$ cat config.mk
export PLATFORM = sky130hd
export DESIGN_NAME = carry_increment_adder
export DESIGN_NICKNAME = d
export VERILOG_FILES = /design/src/rtl/cia_pkg.sv /design/src/rtl/cia_bitwise_pg.sv /design/src/rtl/cia_group_prefix.sv /design/src/rtl/cia_group_increment.sv /design/src/rtl/carry_increment_adder.sv
export SDC_FILE = /design/constraint.sdc
export NUM_CORES = 1
export LEC_CHECK = 0
export BUFFER_PORTS_ARGS = -buffer_cell sky130_fd_sc_hd__buf_4
export CORE_UTILIZATION = 43
export DETAILED_ROUTE_END_ITERATION = 8
export PLACE_DENSITY = 0.81
export SLEW_MARGIN = 0
export SYNTH_ARGS = -nofsm -noshare
export SYNTH_HDL_FRONTEND = slang
export SYNTH_SLANG_ARGS = --single-unit
export TNS_END_PERCENT = 30
$ cat constraint.sdc
create_clock -name vclk -period 3.35
set_input_delay 0.5025 -clock vclk [all_inputs]
set_output_delay 0.5025 -clock vclk [all_outputs]
set_load 0.02 [all_outputs]
$ cat src/rtl/cia_pkg.sv
package cia_pkg;

    typedef struct packed {
        logic g;
        logic p;
    } gp_t;

    // Valency-2 merge: upper span hi, lower span lo that is adjacent below it.
    function automatic gp_t gp_merge(input gp_t hi, input gp_t lo);
        gp_t r;
        r.g = hi.g | (hi.p & lo.g);
        r.p = hi.p & lo.p;
        return r;
    endfunction

endpackage

$ cat src/rtl/cia_bitwise_pg.sv
module cia_bitwise_pg #(
    parameter int unsigned N = 32
) (
    input  logic [N-1:0]       opnd_a,
    input  logic [N-1:0]       opnd_b,
    output cia_pkg::gp_t [N-1:0] bit_gp
);
    for (genvar i = 0; i < N; i++) begin : g_bit
        assign bit_gp[i].g = opnd_a[i] & opnd_b[i];
        assign bit_gp[i].p = opnd_a[i] ^ opnd_b[i];
    end

    always_comb begin
        for (int i = 0; i < N; i++) begin
            assert_bit_excl_R5: assert (!(bit_gp[i].g && bit_gp[i].p))
                else $error("bit %0d both generates and propagates", i);
        end
    end
endmodule

$ cat src/rtl/cia_group_prefix.sv
module cia_group_prefix #(
    parameter int unsigned W = 4
) (
    input  cia_pkg::gp_t [W-1:0] bit_gp,
    output cia_pkg::gp_t [W-1:0] pre_gp
);
    import cia_pkg::*;

    // Local prefix assuming zero carry into the group.
    assign pre_gp[0] = bit_gp[0];
    for (genvar i = 1; i < W; i++) begin : g_pre
        assign pre_gp[i] = gp_merge(bit_gp[i], pre_gp[i-1]);
    end

    always_comb begin
        for (int i = 0; i < W; i++) begin
            assert_prefix_excl_R5: assert (!(pre_gp[i].g && pre_gp[i].p))
                else $error("prefix %0d both generates and propagates", i);
        end
    end
endmodule

$ cat src/rtl/cia_group_increment.sv
module cia_group_increment #(
    parameter int unsigned W = 4
) (
    input  cia_pkg::gp_t [W-1:0] pre_gp,
    input  logic                 grp_cin,
    output logic [W-1:0]         bit_carry,
    output logic                 grp_cout
);
    // Fold the real group carry into each local prefix carry.
    assign bit_carry[0] = grp_cin;
    for (genvar i = 1; i < W; i++) begin : g_inc
        assign bit_carry[i] = pre_gp[i-1].g | (pre_gp[i-1].p & grp_cin);
    end
    assign grp_cout = pre_gp[W-1].g | (pre_gp[W-1].p & grp_cin);

    always_comb begin
        if (pre_gp[W-1].p) begin
            assert_group_pass_R4: assert (grp_cout == grp_cin)
                else $error("propagating group altered its carry");
        end
        if (pre_gp[W-1].g) begin
            assert_group_gen_R5: assert (grp_cout)
                else $error("generating group dropped its carry");
        end
    end
endmodule

$ cat src/rtl/carry_increment_adder.sv
module carry_increment_adder #(
    parameter int unsigned N          = 32,
    parameter int unsigned NUM_GROUPS = 6,
    parameter int unsigned GROUP_SIZES [NUM_GROUPS] = '{2, 3, 4, 5, 6, 12}
) (
    input  logic [N-1:0] opnd_a,
    input  logic [N-1:0] opnd_b,
    input  logic         carry_in,
    output logic [N-1:0] sum,
    output logic         carry_out
);
    import cia_pkg::*;

    function automatic int unsigned group_start(input int unsigned grp);
        int unsigned acc = 0;
        for (int unsigned k = 0; k < grp; k++) acc += GROUP_SIZES[k];
        return acc;
    endfunction

    localparam int unsigned TOTAL_WIDTH = group_start(NUM_GROUPS);

    if (TOTAL_WIDTH != N) begin : g_bad_sizes
        $error("group widths sum to %0d, expected %0d", TOTAL_WIDTH, N);
    end

    gp_t  [N-1:0]        bit_gp;
    logic [N-1:0]        carry_d;
    logic [NUM_GROUPS:0] grp_carry_d;
    logic [N-1:0]        sum_d;

    cia_bitwise_pg #(.N(N)) i_bitwise_pg (
        .opnd_a (opnd_a),
        .opnd_b (opnd_b),
        .bit_gp (bit_gp)
    );

    assign grp_carry_d[0] = carry_in;

    for (genvar g = 0; g < NUM_GROUPS; g++) begin : g_group
        localparam int unsigned OFF = group_start(g);
        localparam int unsigned W   = GROUP_SIZES[g];
        gp_t [W-1:0] pre_gp;

        cia_group_prefix #(.W(W)) i_prefix (
            .bit_gp (bit_gp[OFF +: W]),
            .pre_gp (pre_gp)
        );

        cia_group_increment #(.W(W)) i_increment (
            .pre_gp    (pre_gp),
            .grp_cin   (grp_carry_d[g]),
            .bit_carry (carry_d[OFF +: W]),
            .grp_cout  (grp_carry_d[g+1])
        );
    end

    always_comb begin
        for (int i = 0; i < N; i++) sum_d[i] = bit_gp[i].p ^ carry_d[i];
    end

    assign sum       = sum_d;
    assign carry_out = grp_carry_d[NUM_GROUPS];

    always_comb begin
        assert_sum_matches_R1: assert ({carry_out, sum} ==
                ({1'b0, opnd_a} + {1'b0, opnd_b} + {{N{1'b0}}, carry_in}))
            else $error("sum mismatch");
        if (opnd_a == ~opnd_b) begin
            assert_inverse_ops_R6: assert ({carry_out, sum} == {carry_in, {N{~carry_in}}})
                else $error("inverse operands gave wrong result");
        end
    end
endmodule

* Yosys cells after proc, flatten, opt, wreduce, memory -nomap -nowiden
Index checks and enable logic that the tools add are counted.
** Storage, ports and cells
- Logic and storage cells :: 238
- Memories :: 0
- Latch bits :: 0
- Input bits :: 65
- ROM bits :: 0
- Output and inout bits :: 33
- RAM bits :: 0
- Flip-flop bits (word level) :: 0
** Cells by class
- $add $sub $neg :: 0
- Reductions and logical operators :: 0
- Bitwise gates (word level) :: 238
- Equal/unequal tests :: 0
- Divide/modulo/power cells :: 0
- Shift operators :: 0
- $mul :: 0
- Muxes and demuxes :: 0
- $lt $le $gt $ge :: 0
** Operator list (number)
- 1-bit bitwise AND :: 116
- 1-bit bitwise XOR :: 64
- 1-bit bitwise OR :: 58

* Depth between registers and ports, before layout
Gate-level depths: netlist of the first run.
- Word-level depth :: 24
- Mapped depth :: 10
- Depth with buffers taken out :: 10

* Modules after synthesis
From an unflattened synthesis of the first run, not the netlist that was laid out.
** Second synthesis, totals
- Cell total of the unflattened synthesis :: 195
- Area, all modules :: 1590.3 µm²
** By module, submodules not included
- cia_bitwise_pg :: cells an instance 32, sequential area each 0.0 µm², times used 1, area each 400.4 µm²
- carry_increment_adder :: cells an instance 32, sequential area each 0.0 µm², times used 1, area each 280.3 µm²
- cia_group_prefix at g_group[5].i_prefix :: cells an instance 44, sequential area each 0.0 µm², times used 1, area each 256.5 µm²
- cia_group_prefix at g_group[4].i_prefix :: cells an instance 18, sequential area each 0.0 µm², times used 1, area each 131.4 µm²
- cia_group_increment at g_group[5].i_increment :: cells an instance 14, sequential area each 0.0 µm², times used 1, area each 111.4 µm²
- cia_group_prefix at g_group[3].i_prefix :: cells an instance 11, sequential area each 0.0 µm², times used 1, area each 78.8 µm²
- cia_group_prefix at g_group[2].i_prefix :: cells an instance 9, sequential area each 0.0 µm², times used 1, area each 68.8 µm²
- cia_group_increment at g_group[4].i_increment :: cells an instance 7, sequential area each 0.0 µm², times used 1, area each 52.6 µm²
- cia_group_increment at g_group[3].i_increment :: cells an instance 6, sequential area each 0.0 µm², times used 1, area each 45.0 µm²
- cia_group_prefix at g_group[1].i_prefix :: cells an instance 6, sequential area each 0.0 µm², times used 1, area each 45.0 µm²
- cia_group_increment at g_group[2].i_increment :: cells an instance 5, sequential area each 0.0 µm², times used 1, area each 37.5 µm²
- cia_group_increment at g_group[1].i_increment :: cells an instance 4, sequential area each 0.0 µm², times used 1, area each 30.0 µm²
- cia_group_prefix at g_group[0].i_prefix :: cells an instance 4, sequential area each 0.0 µm², times used 1, area each 30.0 µm²
- cia_group_increment at g_group[0].i_increment :: cells an instance 3, sequential area each 0.0 µm², times used 1, area each 22.5 µm²

* Least setup slack after synthesis of the first run
Ideal clock, no wire load.
- Path type :: input-to-output
- Start point :: input opnd_a[21]
- End point :: output sum[31]
- Required time :: 2847 ps
- Stages on the path :: 9
- Arrival time :: 2464 ps
- Path buffers :: 0
- Path slack :: 384 ps
- Cell sequence :: ha_1 > a21o_1 > a21o_1 > a221oi_2 > o31a_2 > a21oi_2 > or3b_4 > a21oi_4 > xnor2_1
** Between the ends
- Cells in the longest elaborated chain, start to end :: 23
- Elaborated cells on any way between the ends :: 35
- Those cells by class :: bitwise: 35
** Ends and longest elaborated chain
- from (decl) :: line carry_increment_adder.sv:6 : input logic [N-1:0] opnd_a,
- 1-bit bitwise XOR :: line cia_bitwise_pg.sv:10 : assign bit_gp[i].p = opnd_a[i] ^ opnd_b[i];
- 1-bit bitwise AND :: line cia_pkg.sv:11 : r.g = hi.g | (hi.p & lo.g);
- 1-bit bitwise OR :: line cia_pkg.sv:11
- 1-bit bitwise AND :: line cia_pkg.sv:11
- 1-bit bitwise OR :: line cia_pkg.sv:11
- 1-bit bitwise AND :: line cia_pkg.sv:11
- 1-bit bitwise OR :: line cia_pkg.sv:11
- 1-bit bitwise AND :: line cia_pkg.sv:11
- [... 7 more ...]
- 1-bit bitwise AND :: line cia_pkg.sv:11
- 1-bit bitwise OR :: line cia_pkg.sv:11
- 1-bit bitwise AND :: line cia_pkg.sv:11
- 1-bit bitwise OR :: line cia_pkg.sv:11
- 1-bit bitwise AND :: line cia_pkg.sv:11
- 1-bit bitwise OR :: line cia_pkg.sv:11
- 1-bit bitwise OR * :: line cia_group_increment.sv:12 : assign bit_carry[i] = pre_gp[i-1].g | (pre_gp[i-1].p & grp_cin);
- 1-bit bitwise XOR * :: line carry_increment_adder.sv:58 : for (int i = 0; i < N; i++) sum_d[i] = bit_gp[i].p ^ carry_d[i];
- to (decl) :: line carry_increment_adder.sv:9 : output logic [N-1:0] sum,
Mark *: on every way between the ends. The rest lies on a longest branch, timed or not.

* Worst setup path in the final report of the first run
- Start point :: input opnd_a[10]
- End point :: output sum[31]
** Between the ends
- Cells in the longest elaborated chain, start to end :: 15
- Elaborated cells on any way between the ends :: 21
- Those cells by class :: bitwise: 21
** Ends and longest elaborated chain
- 1-bit bitwise XOR :: line cia_bitwise_pg.sv:10
- 1-bit bitwise AND :: line cia_pkg.sv:11
- 1-bit bitwise OR :: line cia_pkg.sv:11
- 1-bit bitwise AND :: line cia_pkg.sv:11
- 1-bit bitwise OR :: line cia_pkg.sv:11
- 1-bit bitwise AND :: line cia_pkg.sv:11
- 1-bit bitwise OR :: line cia_pkg.sv:11
- 1-bit bitwise AND :: line cia_pkg.sv:11
- 1-bit bitwise OR :: line cia_pkg.sv:11
- 1-bit bitwise OR * :: line cia_group_increment.sv:14 : assign grp_cout = pre_gp[W-1].g | (pre_gp[W-1].p & grp_cin);
- 1-bit bitwise AND * :: line cia_group_increment.sv:14
- 1-bit bitwise OR * :: line cia_group_increment.sv:14
- 1-bit bitwise AND * :: line cia_group_increment.sv:12
- 1-bit bitwise OR * :: line cia_group_increment.sv:12
- 1-bit bitwise XOR * :: line carry_increment_adder.sv:58
Marked as above.

==> results of run 1 <==
-- timing repair --
action                                  CTS  global route
endpoints found under the hold margin     0             0
hold buffers                              0             0
endpoints found under the setup margin    0             3
gates resized for setup                   0             2
-- cell usage after synthesis (all sizes together) --
library cell   n  area [sq um]
o22ai          1         6.260
a211o          2         17.52
nor2           7         28.78
a2111oi        2         42.54
ha            32         400.4
a211oi         3         27.52
nor2b          2         12.51
nand3          6         30.03
nand2b         2         12.51
fa             6         120.1
o21bai         3         22.52
and3           1         6.260
nand2          7         26.28
a21boi         1         7.510
inv           13         48.80
o31a           1         10.01
or2            1         6.260
or3b           1         11.26
nand4          2         12.51
o211ai         2         15.01
nor3           2         10.01
a221oi         1         15.01
a21o          10         75.07
o21ai          8         47.55
a31oi          3         18.77
o21a           5         37.54
xnor2         16         140.1
a21oi         12         75.08
xor2           8         70.07
-- path summary, 6_finish.rpt --
| check | start | to | cells after the start |
|---|---|---|---|
| min | opnd_b[2] | sum[2] | 3 |
| max | opnd_a[10] | sum[31] | 11 |
-- metal layers --
layer	routed length [microns]	GRT usage	up-vias
li1	-	-	793
met1	1576	0.2749	665
met2	1582	0.3366	63
met3	231	0.02009	0
met4	0	0	0
met5	0	0	-
-- kinds of logic after synthesis --
family                     share of synthesized area
and+or+nand+nor                               0.1155
AOI/OAI and AO/OA                             0.3087
adders and majority gates                     0.3845
xor gates and xnor gates                      0.1553
buffers and inverters                        0.03605
-- power by group through the flow --
| stage | registers, mW | logic (mW) | clock network [mW] |
|---|---|---|---|
| detailed placement | 0 | 0.568 | 0 |
| global placement | 0 | 0.563 | 0 |
| floorplan | 0 | 0.341 | 0 |
| CTS | 0 | 0.571 | 0 |
| finish | 0 | 0.570 | 0 |
| global route | 0 | 0.619 | 0 |
-- cell usage in the layout (no fill, tap or decap), types with 2 or more instances in the layout --
cell	netlist	layout
a31oi_1	3	3
inv_1	13	13
nor3_1	2	2
a21o_1	10	10
nor2b_1	2	2
ha_1	32	32
o21bai_1	3	3
o211ai_1	2	2
o21ai_0	4	4
xor2_1	8	8
a21oi_1	10	9
a211oi_2	1	2
xnor2_1	16	16
o21ai_2	2	2
a21oi_2	1	2
buf_4	0	100
nor2_1	6	6
nand2b_1	2	2
a211o_1	2	2
o21a_1	5	5
nand2_1	7	7
nand3_1	6	6
nand4_1	2	2
o21ai_1	2	2
fa_1	6	6
-- worst max-delay path, cell delays in order --
cell and delay [ns]:
buf_4 0.11, ha_1 0.36, a2111oi_4 0.33, o21a_1 0.17, o22ai_1 0.08, o21ai_1 0.20
a21oi_2 0.08, or3b_4 0.40, a21oi_4 0.15, xnor2_1 0.14, buf_4 0.17
-- layout make-up --
type               count  area [sq um]
fillers              239         710.7
inverters             13         48.80
multi-input cells    147          1314
well taps             42         52.55
repair buffers       100         750.7
==> summary.md, run 1 <==
| Metric | Value |
|---|---|
| Outcome | `completed` |
| Fmax achieved | `between 300 and 400 MHz` |
| Layout area overhead | `59.98%` |
| Share of layout cells above drive strength 1 | `0.4385` |
| # placed instances | `302` |
| Post-route design area | `between 0.002 and 0.0025 sq mm` |
| Routability congestion estimate | `roughly 0.75` |
| Sw power | `around 290 uW` |
| Vias/cell | `~5` |
| Clk network pwr share | `0` |
| Die area | `between 0.003 and 0.004 sq mm` |
| Worst path required time | `2.85 ns` |
| Largest net degree at the start of global routing | `6` |
| Final setup violation count | `0` |
| Core area | `between 0.002 and 0.003 sq mm` |
| Synth unique cells | `36` |
| GR Util All Layers | `0.1939` |
| Measured slew at the worst slew-check pin | `approximately 0.36 ns` |
| Hold Crit Class | `in2out` |
| DRT iter0 DRCs | `30` |
| Pre-CTS setup slack | `0.1209 ns` |
| Post-Route Setup TNS | `0 ns` |
| Final-stage net count | `~370` |
| Via count | `1521` |
| Syn Area/Cell | `between 8 and 9 sq um` |
| Relative slew slack | `0.7545` |
| Post-route DRC | `0` |
| Post-Synthesis Cells | `160` |
| Switching Fraction | `0.5166` |
| Sequential cell count | `0` |
| Global-route wire length before repair | `5402 microns` |
| Fin worst setup slack | `0.1586 ns` |
| Detailed Routing Iterations Pass 1 | `4` |
| Row cnt | `19` |
| # port buffers | `98` |
| VDD IR-drop max | `~0.16 mV` |
| # IOs | `98` |
| Hold Vio Cnt, Final | `0` |
| Sequential cell area | `0 sq um` |
| Worst Setup Path Type | `in2out` |
| RSZ-0062 raised after global routing | `false` |
| Dpl hpwl | `~3100 microns` |
| Starting density of the core | `0.4706` |
| Worst setup SP type | `input port` |
| Initial antenna violation count | `0` |
| Number of global-route vias before repair | `around 1.3k` |
| WL final | `between 3000 and 4000 microns` |
| Synth Net Count | `263` |
| Final core occ | `0.7529` |
| Worst Setup End Kind | `output port` |
| Non-Filler Instances | `between 300 and 400` |
| Final Max Slew Viols | `0` |
| PwrDens | `around 260 mW/mm^2` |
| WL per Instance | `between 10 and 15 microns` |
| Arrival @ worst endpoint | `between 2 and 3 ns` |
| GRT Residual Overflow | `0` |
| ANT nets after route | `0` |
| Internal power | `around 280 uW` |
| Hold slack | `about 1.4 ns` |
| Synthesized area | `0.001354 sq mm` |
| Die H | `between 50 and 60 microns` |
| Post-placement cell area | `around 0.0022 sq mm` |
| CP Max Fanout | `4` |
| Logic pwr share | `1.000` |
| Tcrit/Tclk final | `0.9527` |
| Final antenna diode count | `0` |
| Static leakage | `around 1.1 nW` |
| Seq pwr share | `0` |
| Maxcap violations | `0` |
| Die width | `58.11 microns` |
| Sequential area share after synthesis | `0` |
| Min cycle time layout | `around 3.2 ns` |
| Total setup buffers inserted after CTS | `0` |
| Total Power | `570.1 uW` |
| Clk_buf instances | `0` |
| YS warnings | `0` |
Note: power is estimated with default switching activity, not from simulation.
==> inputs of run 2 (changes only) <==
- ABC_AREA: default -> 1
- CORE_UTILIZATION: 43 -> 30
- PLACE_DENSITY: 0.81 -> 0.58
==> summary.md, run 2 <==
| Metric | Value |
|---|---|
| Final Max Slew Viols | `0 (unchanged)` |
| Fmax achieved | `316.0 MHz (+0.86%)` |
| Outcome | `completed` |
| Worst setup SP type | `input port` |
| Synth unique cells | `24 (-33%)` |
| Maxcap violations | `0 (unchanged)` |
| Vias/cell | `4.259 (-15%)` |
| WL final | `3398 microns (+0.27%)` |
| Starting density of the core | `0.3126 (-0.1581)` |
| Post-route DRC | `0 (unchanged)` |
| # placed instances | `379 (+25%)` |
| Hold slack | `1.386 ns (+0.009590 ns)` |
| Final-stage net count | `417 (+14%)` |
| Sequential cell count | `0 (unchanged)` |
| Row cnt | `25 (+6)` |
| Worst Setup End Kind | `output port` |
| Most common cell in the netlist | `inv_1` |
| GRT Residual Overflow | `0 (unchanged)` |
| Final antenna diode count | `0 (unchanged)` |
| Arrival @ worst endpoint | `2.66 ns (-0.03 ns)` |
| Core area | `0.004723 sq mm (+64%)` |
| # IOs | `98 (unchanged)` |
| Detailed Routing Iterations Pass 1 | `3 (-1)` |
| Sequential area share after synthesis | `0 (unchanged)` |
| Final setup violation count | `0 (unchanged)` |
| Measured slew at the worst slew-check pin | `0.2332 ns (-0.1312 ns)` |
| Via count | `1614 (+6.1%)` |
| Global-route wire length before repair | `5754 microns (+6.5%)` |
| Clk_buf instances | `0 (unchanged)` |
| Sequential cell area | `0 sq um (unchanged)` |
| GR Util All Layers | `0.1284 (-0.06545)` |
| Hold Crit Class | `in2out` |
| Worst path required time | `2.85 ns (about the same)` |
| Die width | `72.15 microns (+24%)` |
| Syn Area/Cell | `6.932 sq um (-18%)` |
| ANT nets after route | `0 (unchanged)` |
| Tcrit/Tclk final | `0.9446 (-0.008098)` |
| PwrDens | `234.3 mW/mm^2 (-11%)` |
| Post-synth top area cell | `ha_1` |
| Non-Filler Instances | `379 (+25%)` |
| Initial antenna violation count | `0 (unchanged)` |
| Synthesized area | `0.001476 sq mm (+9.1%)` |
| Worst Setup Path Type | `in2out` |
| Internal power | `252.3 uW (-8.5%)` |
| Top cells by area, synth | `ha_1, nand2_2, inv_1, fa_1, nand2_1` |
| Top cell type's share of synthesized area | `0.2712 (-0.02456)` |
| Number of global-route vias before repair | `1489 (+11%)` |
| Logic pwr share | `1.000 (about the same)` |
| Layout area overhead | `56.44%` |
| Switching Fraction | `0.5338 (+0.01723)` |
| Total setup buffers inserted after CTS | `0 (unchanged)` |
| CP Max Fanout | `4 (unchanged)` |
| Synth Net Count | `316 (+20%)` |
| Min cycle time layout | `3.164 ns (-0.02713 ns)` |
| Routability congestion estimate | `0.7554 (+0.32%)` |
| Share of layout cells above drive strength 1 | `0.4840 (+0.04551)` |
| WL per Instance | `8.966 microns (-20%)` |
| Largest net degree at the start of global routing | `11 (+5)` |
| Die area | `0.005206 sq mm (+54%)` |
| Post-Synthesis Cells | `213 (+33%)` |
| Dpl hpwl | `3193 microns (+2.5%)` |
| Seq pwr share | `0 (unchanged)` |
| VDD IR-drop max | `0.1024 mV (-36%)` |
| Post-Route Setup TNS | `0 ns (unchanged)` |
| Top cells by count, synth | `inv_1, ha_1, nand2_1, nand2_2, a21oi_1` |
| RSZ-0062 raised after global routing | `false` |
| Commonest non-fill, non-tap cells in the layout | `buf_4, inv_1, ha_1, nand2_1, nand2_2` |
| Static leakage | `1.353 nW (+18%)` |
| Final core occ | `0.4890 (-0.2639)` |
| Die H | `72.15 microns (+24%)` |
| Hold Vio Cnt, Final | `0 (unchanged)` |
| # port buffers | `98 (unchanged)` |
| Fill count | `513 (+110%)` |
| Relative slew slack | `0.8433 (+0.08885)` |
| Total Power | `541.2 uW (-5.1%)` |
| Clk network pwr share | `0 (unchanged)` |
| DRT iter0 DRCs | `20 (-33%)` |
| Sw power | `288.9 uW (-1.9%)` |
| YS warnings | `0 (unchanged)` |
| Commonest non-fill, non-tap cell in the layout | `buf_4` |
run 2: stage by stage:
step	setup slack [ns]	cell area, sq um
4_1_cts	0.1610	2300
2_1_floorplan	0.1762	1476
3_5_place_dp	0.1611	2300
3_3_place_gp	0.1912	2300
5_1_grt	0.004713	2310
6_report	0.1857	2310
run 2: path summary, 6_finish.rpt:
path  cells after the start  endpoint  startpoint
max                      16   sum[21]   opnd_a[1]
min                       3    sum[5]   opnd_b[5]
run 2: cells by family after synthesis:
group,share of synthesized area
buf+inv,0.1119
simple gates,0.3203
compound gates,0.1263
fa+ha+maj,0.3525
xor+xnor,0.08899
run 2: layout make-up:
class / instances / area [sq um] / area share
multi-input combinational: 171 / 1321 / 0.5720
inverter: 41 / 153.9 / 0.06663
tap: 67 / 83.83 / 0.03629
timing repair buffer: 100 / 750.7 / 0.3250
run 2: worst max-delay path, cell delays in order:
cell and delay [ns]:
buf_4 0.11, ha_1 0.33, a21oi_2 0.16, nand2_2 0.08
nand3_2 0.08, a21boi_2 0.06, or2_4 0.26, nand3b_4 0.09
nand2_4 0.06, nand2_4 0.06, nand2_4 0.05, nand2_2 0.06
nand2_2 0.06, fa_1 0.37, xor2_1 0.17, buf_4 0.16
run 2: layer usage:
| layer | global-route usage | share of wire | up-vias |
|---|---|---|---|
| met5 | 0 | 0 | - |
| met4 | 0 | 0 | 0 |
| met3 | 0.01111 | 0.052 | 0 |
| met2 | 0.2534 | 0.52 | 37 |
| met1 | 0.1586 | 0.42 | 700 |
| li1 | - | - | 877 |
run 2: what timing repair did:
item,CTS,global route
endpoints found under the setup margin,0,3
resized for setup,0,3
hold buffers,0,0
run 2: power groups by stage:
stage	registers, mW	logic (mW)	clock network [mW]
after floorplan	0	0.328	0
after global placement	0	0.540	0
after detailed placement	0	0.545	0
after CTS	0	0.546	0
after global routing	0	0.594	0
final	0	0.541	0
==> inputs of run 3 (changes only) <==
- clock period: 3.35 -> 4.05 ns (I/O delays scaled with it)
==> summary.md, run 3 (synthesis results as in run 2) <==
| Metric | Value |
|---|---|
| Number of global-route vias before repair | `1487 (-0.13%)` |
| Tcrit/Tclk final | `0.8922` |
| Initial antenna violation count | `0 (unchanged)` |
| Fin worst setup slack | `0.4364 ns (+0.2507 ns)` |
| Arrival @ worst endpoint | `3.01 ns (+0.35 ns)` |
| WL per Instance | `8.923 microns (-0.48%)` |
| Total setup buffers inserted after CTS | `0 (unchanged)` |
| Worst setup SP type | `input port` |
| Core area | `0.004723 sq mm (unchanged)` |
| Row cnt | `25 (unchanged)` |
| # IOs | `98 (unchanged)` |
| Hold Crit Class | `in2out` |
| Vias/cell | `4.210 (-1.2%)` |
| Die width | `72.15 microns (unchanged)` |
| # port buffers | `98 (unchanged)` |
| Static leakage | `1.342 nW (-0.82%)` |
| Hold_buf cts | `0 (unchanged)` |
| GRT Residual Overflow | `0 (unchanged)` |
| Fill count | `508 (-0.97%)` |
| Detailed Routing Iterations Pass 1 | `4 (+1)` |
| CTS-repair resized insts | `0 (unchanged)` |
| Commonest non-fill, non-tap cells in the layout | `buf_4, inv_1, ha_1, nand2_1, nand2_2` |
| Via count | `1587 (-1.7%)` |
| Die area | `0.005206 sq mm (unchanged)` |
| Routability congestion estimate | `0.7385 (-2.2%)` |
| CP Max Fanout | `11 (+7)` |
| WL final | `3364 microns (-1.0%)` |
| Starting density of the core | `0.3126 (unchanged)` |
| Post-placement cell area | `0.002285 sq mm (-0.65%)` |
| RSZ-0062 raised after global routing | `false` |
| Relative slew slack | `0.8042 (-0.03916)` |
| Min cycle time layout | `roughly 3.6 ns` |
| Clk_buf instances | `0 (unchanged)` |
| Post-Route Setup TNS | `0 ns (unchanged)` |
| Worst Setup Path Type | `in2out` |
| Die H | `72.15 microns (unchanged)` |
| Share of layout cells above drive strength 1 | `0.4710 (-0.01301)` |
| ANT nets after route | `0 (unchanged)` |
| Sequential cell count | `0 (unchanged)` |
| Worst Setup SP | `opnd_a[10]` |
| Fmax achieved | `276.7 MHz` |
| Layout area overhead | `54.75%` |
| Final-stage net count | `415 (-0.48%)` |
| Global-route wire length before repair | `5878 microns (+2.2%)` |
| Largest net degree at the start of global routing | `12 (+1)` |
| DRT iter0 DRCs | `18 (-10%)` |
| Setup crit end | `sum[21]` |
| Commonest non-fill, non-tap cell in the layout | `buf_4` |
| Measured slew at the worst slew-check pin | `0.2927 ns (+0.05949 ns)` |
| GR Util All Layers | `0.1313 (+0.002881)` |
| Sequential cell area | `0 sq um (unchanged)` |
| Worst Setup End Kind | `output port` |
| Pre-CTS setup slack | `0.4322 ns (+0.2710 ns)` |
| Outcome | `completed` |
| PwrDens | `192.7 mW/mm^2 (-18%)` |
| Dpl hpwl | `3211 microns (+0.54%)` |
| Maxcap violations | `0 (unchanged)` |
| Post-route design area | `0.002285 sq mm (-1.1%)` |
| Final Max Slew Viols | `0 (unchanged)` |
| Hold Vio Cnt, Final | `0 (unchanged)` |
| Worst path required time | `3.44 ns (+0.59 ns)` |
| Final antenna diode count | `0 (unchanged)` |
| Post-route DRC | `0 (unchanged)` |
| Final setup violation count | `0 (unchanged)` |
| VDD IR-drop max | `0.08843 mV (-14%)` |
run 3: metal layers:
metal	wire length (microns)	up-vias	GRT usage	share of wire
li1	-	876	-	-
met1	1376	674	0.1619	0.41
met2	1800	37	0.2606	0.54
met3	186	0	0.009722	0.055
met4	0	0	0	0
met5	0	-	0	0
run 3: power breakdown:
group | internal [mW] | switching, mW | leakage, nW
Combinational | 0.205 | 0.236 | 1.34
Sequential | 0 | 0 | 0
Clock | 0 | 0 | 0
run 3: through the flow:
step	utilization	hold WS (ns)	cells	total power, mW
final	0.4837	1.592	377	0.4403
after global routing	0.4837	1.612	377	0.4841
after CTS	0.4837	1.597	377	0.4473
after detailed placement	0.4837	1.597	377	0.4463
after global placement	0.4837	1.599	377	0.4436
after floorplan	-	1.471	213	0.2717
run 3: cell type report:
| class | count | area (sq um) | area share |
|---|---|---|---|
| multi-input cells | 171 | 1311 | 0.5739 |
| repair buffers | 98 | 735.7 | 0.3220 |
| inverters | 41 | 153.9 | 0.06736 |
| well taps | 67 | 83.83 | 0.03669 |
run 3: critical path, cell delays in order:
cell	delay, ns
buf_4	0.11
ha_1	0.35
a21oi_1	0.15
inv_1	0.06
a21oi_1	0.16
inv_1	0.06
a21oi_1	0.17
nor2_1	0.06
nor2_1	0.17
nand2_4	0.08
nand2_2	0.06
nand2_2	0.18
fa_1	0.44
xor2_1	0.17
buf_4	0.16
run 3: worst min-delay path by stage:
| stage | startpoint | end | depth (start not counted) |
|---|---|---|---|
| floorplan | opnd_b[20] | sum[20] | 1 |
| finish | opnd_b[20] | sum[20] | 3 |
| detailed placement | opnd_b[20] | sum[20] | 3 |
| global route | opnd_b[20] | sum[20] | 3 |
| CTS | opnd_b[20] | sum[20] | 3 |
| global placement | opnd_b[2] | sum[2] | 3 |
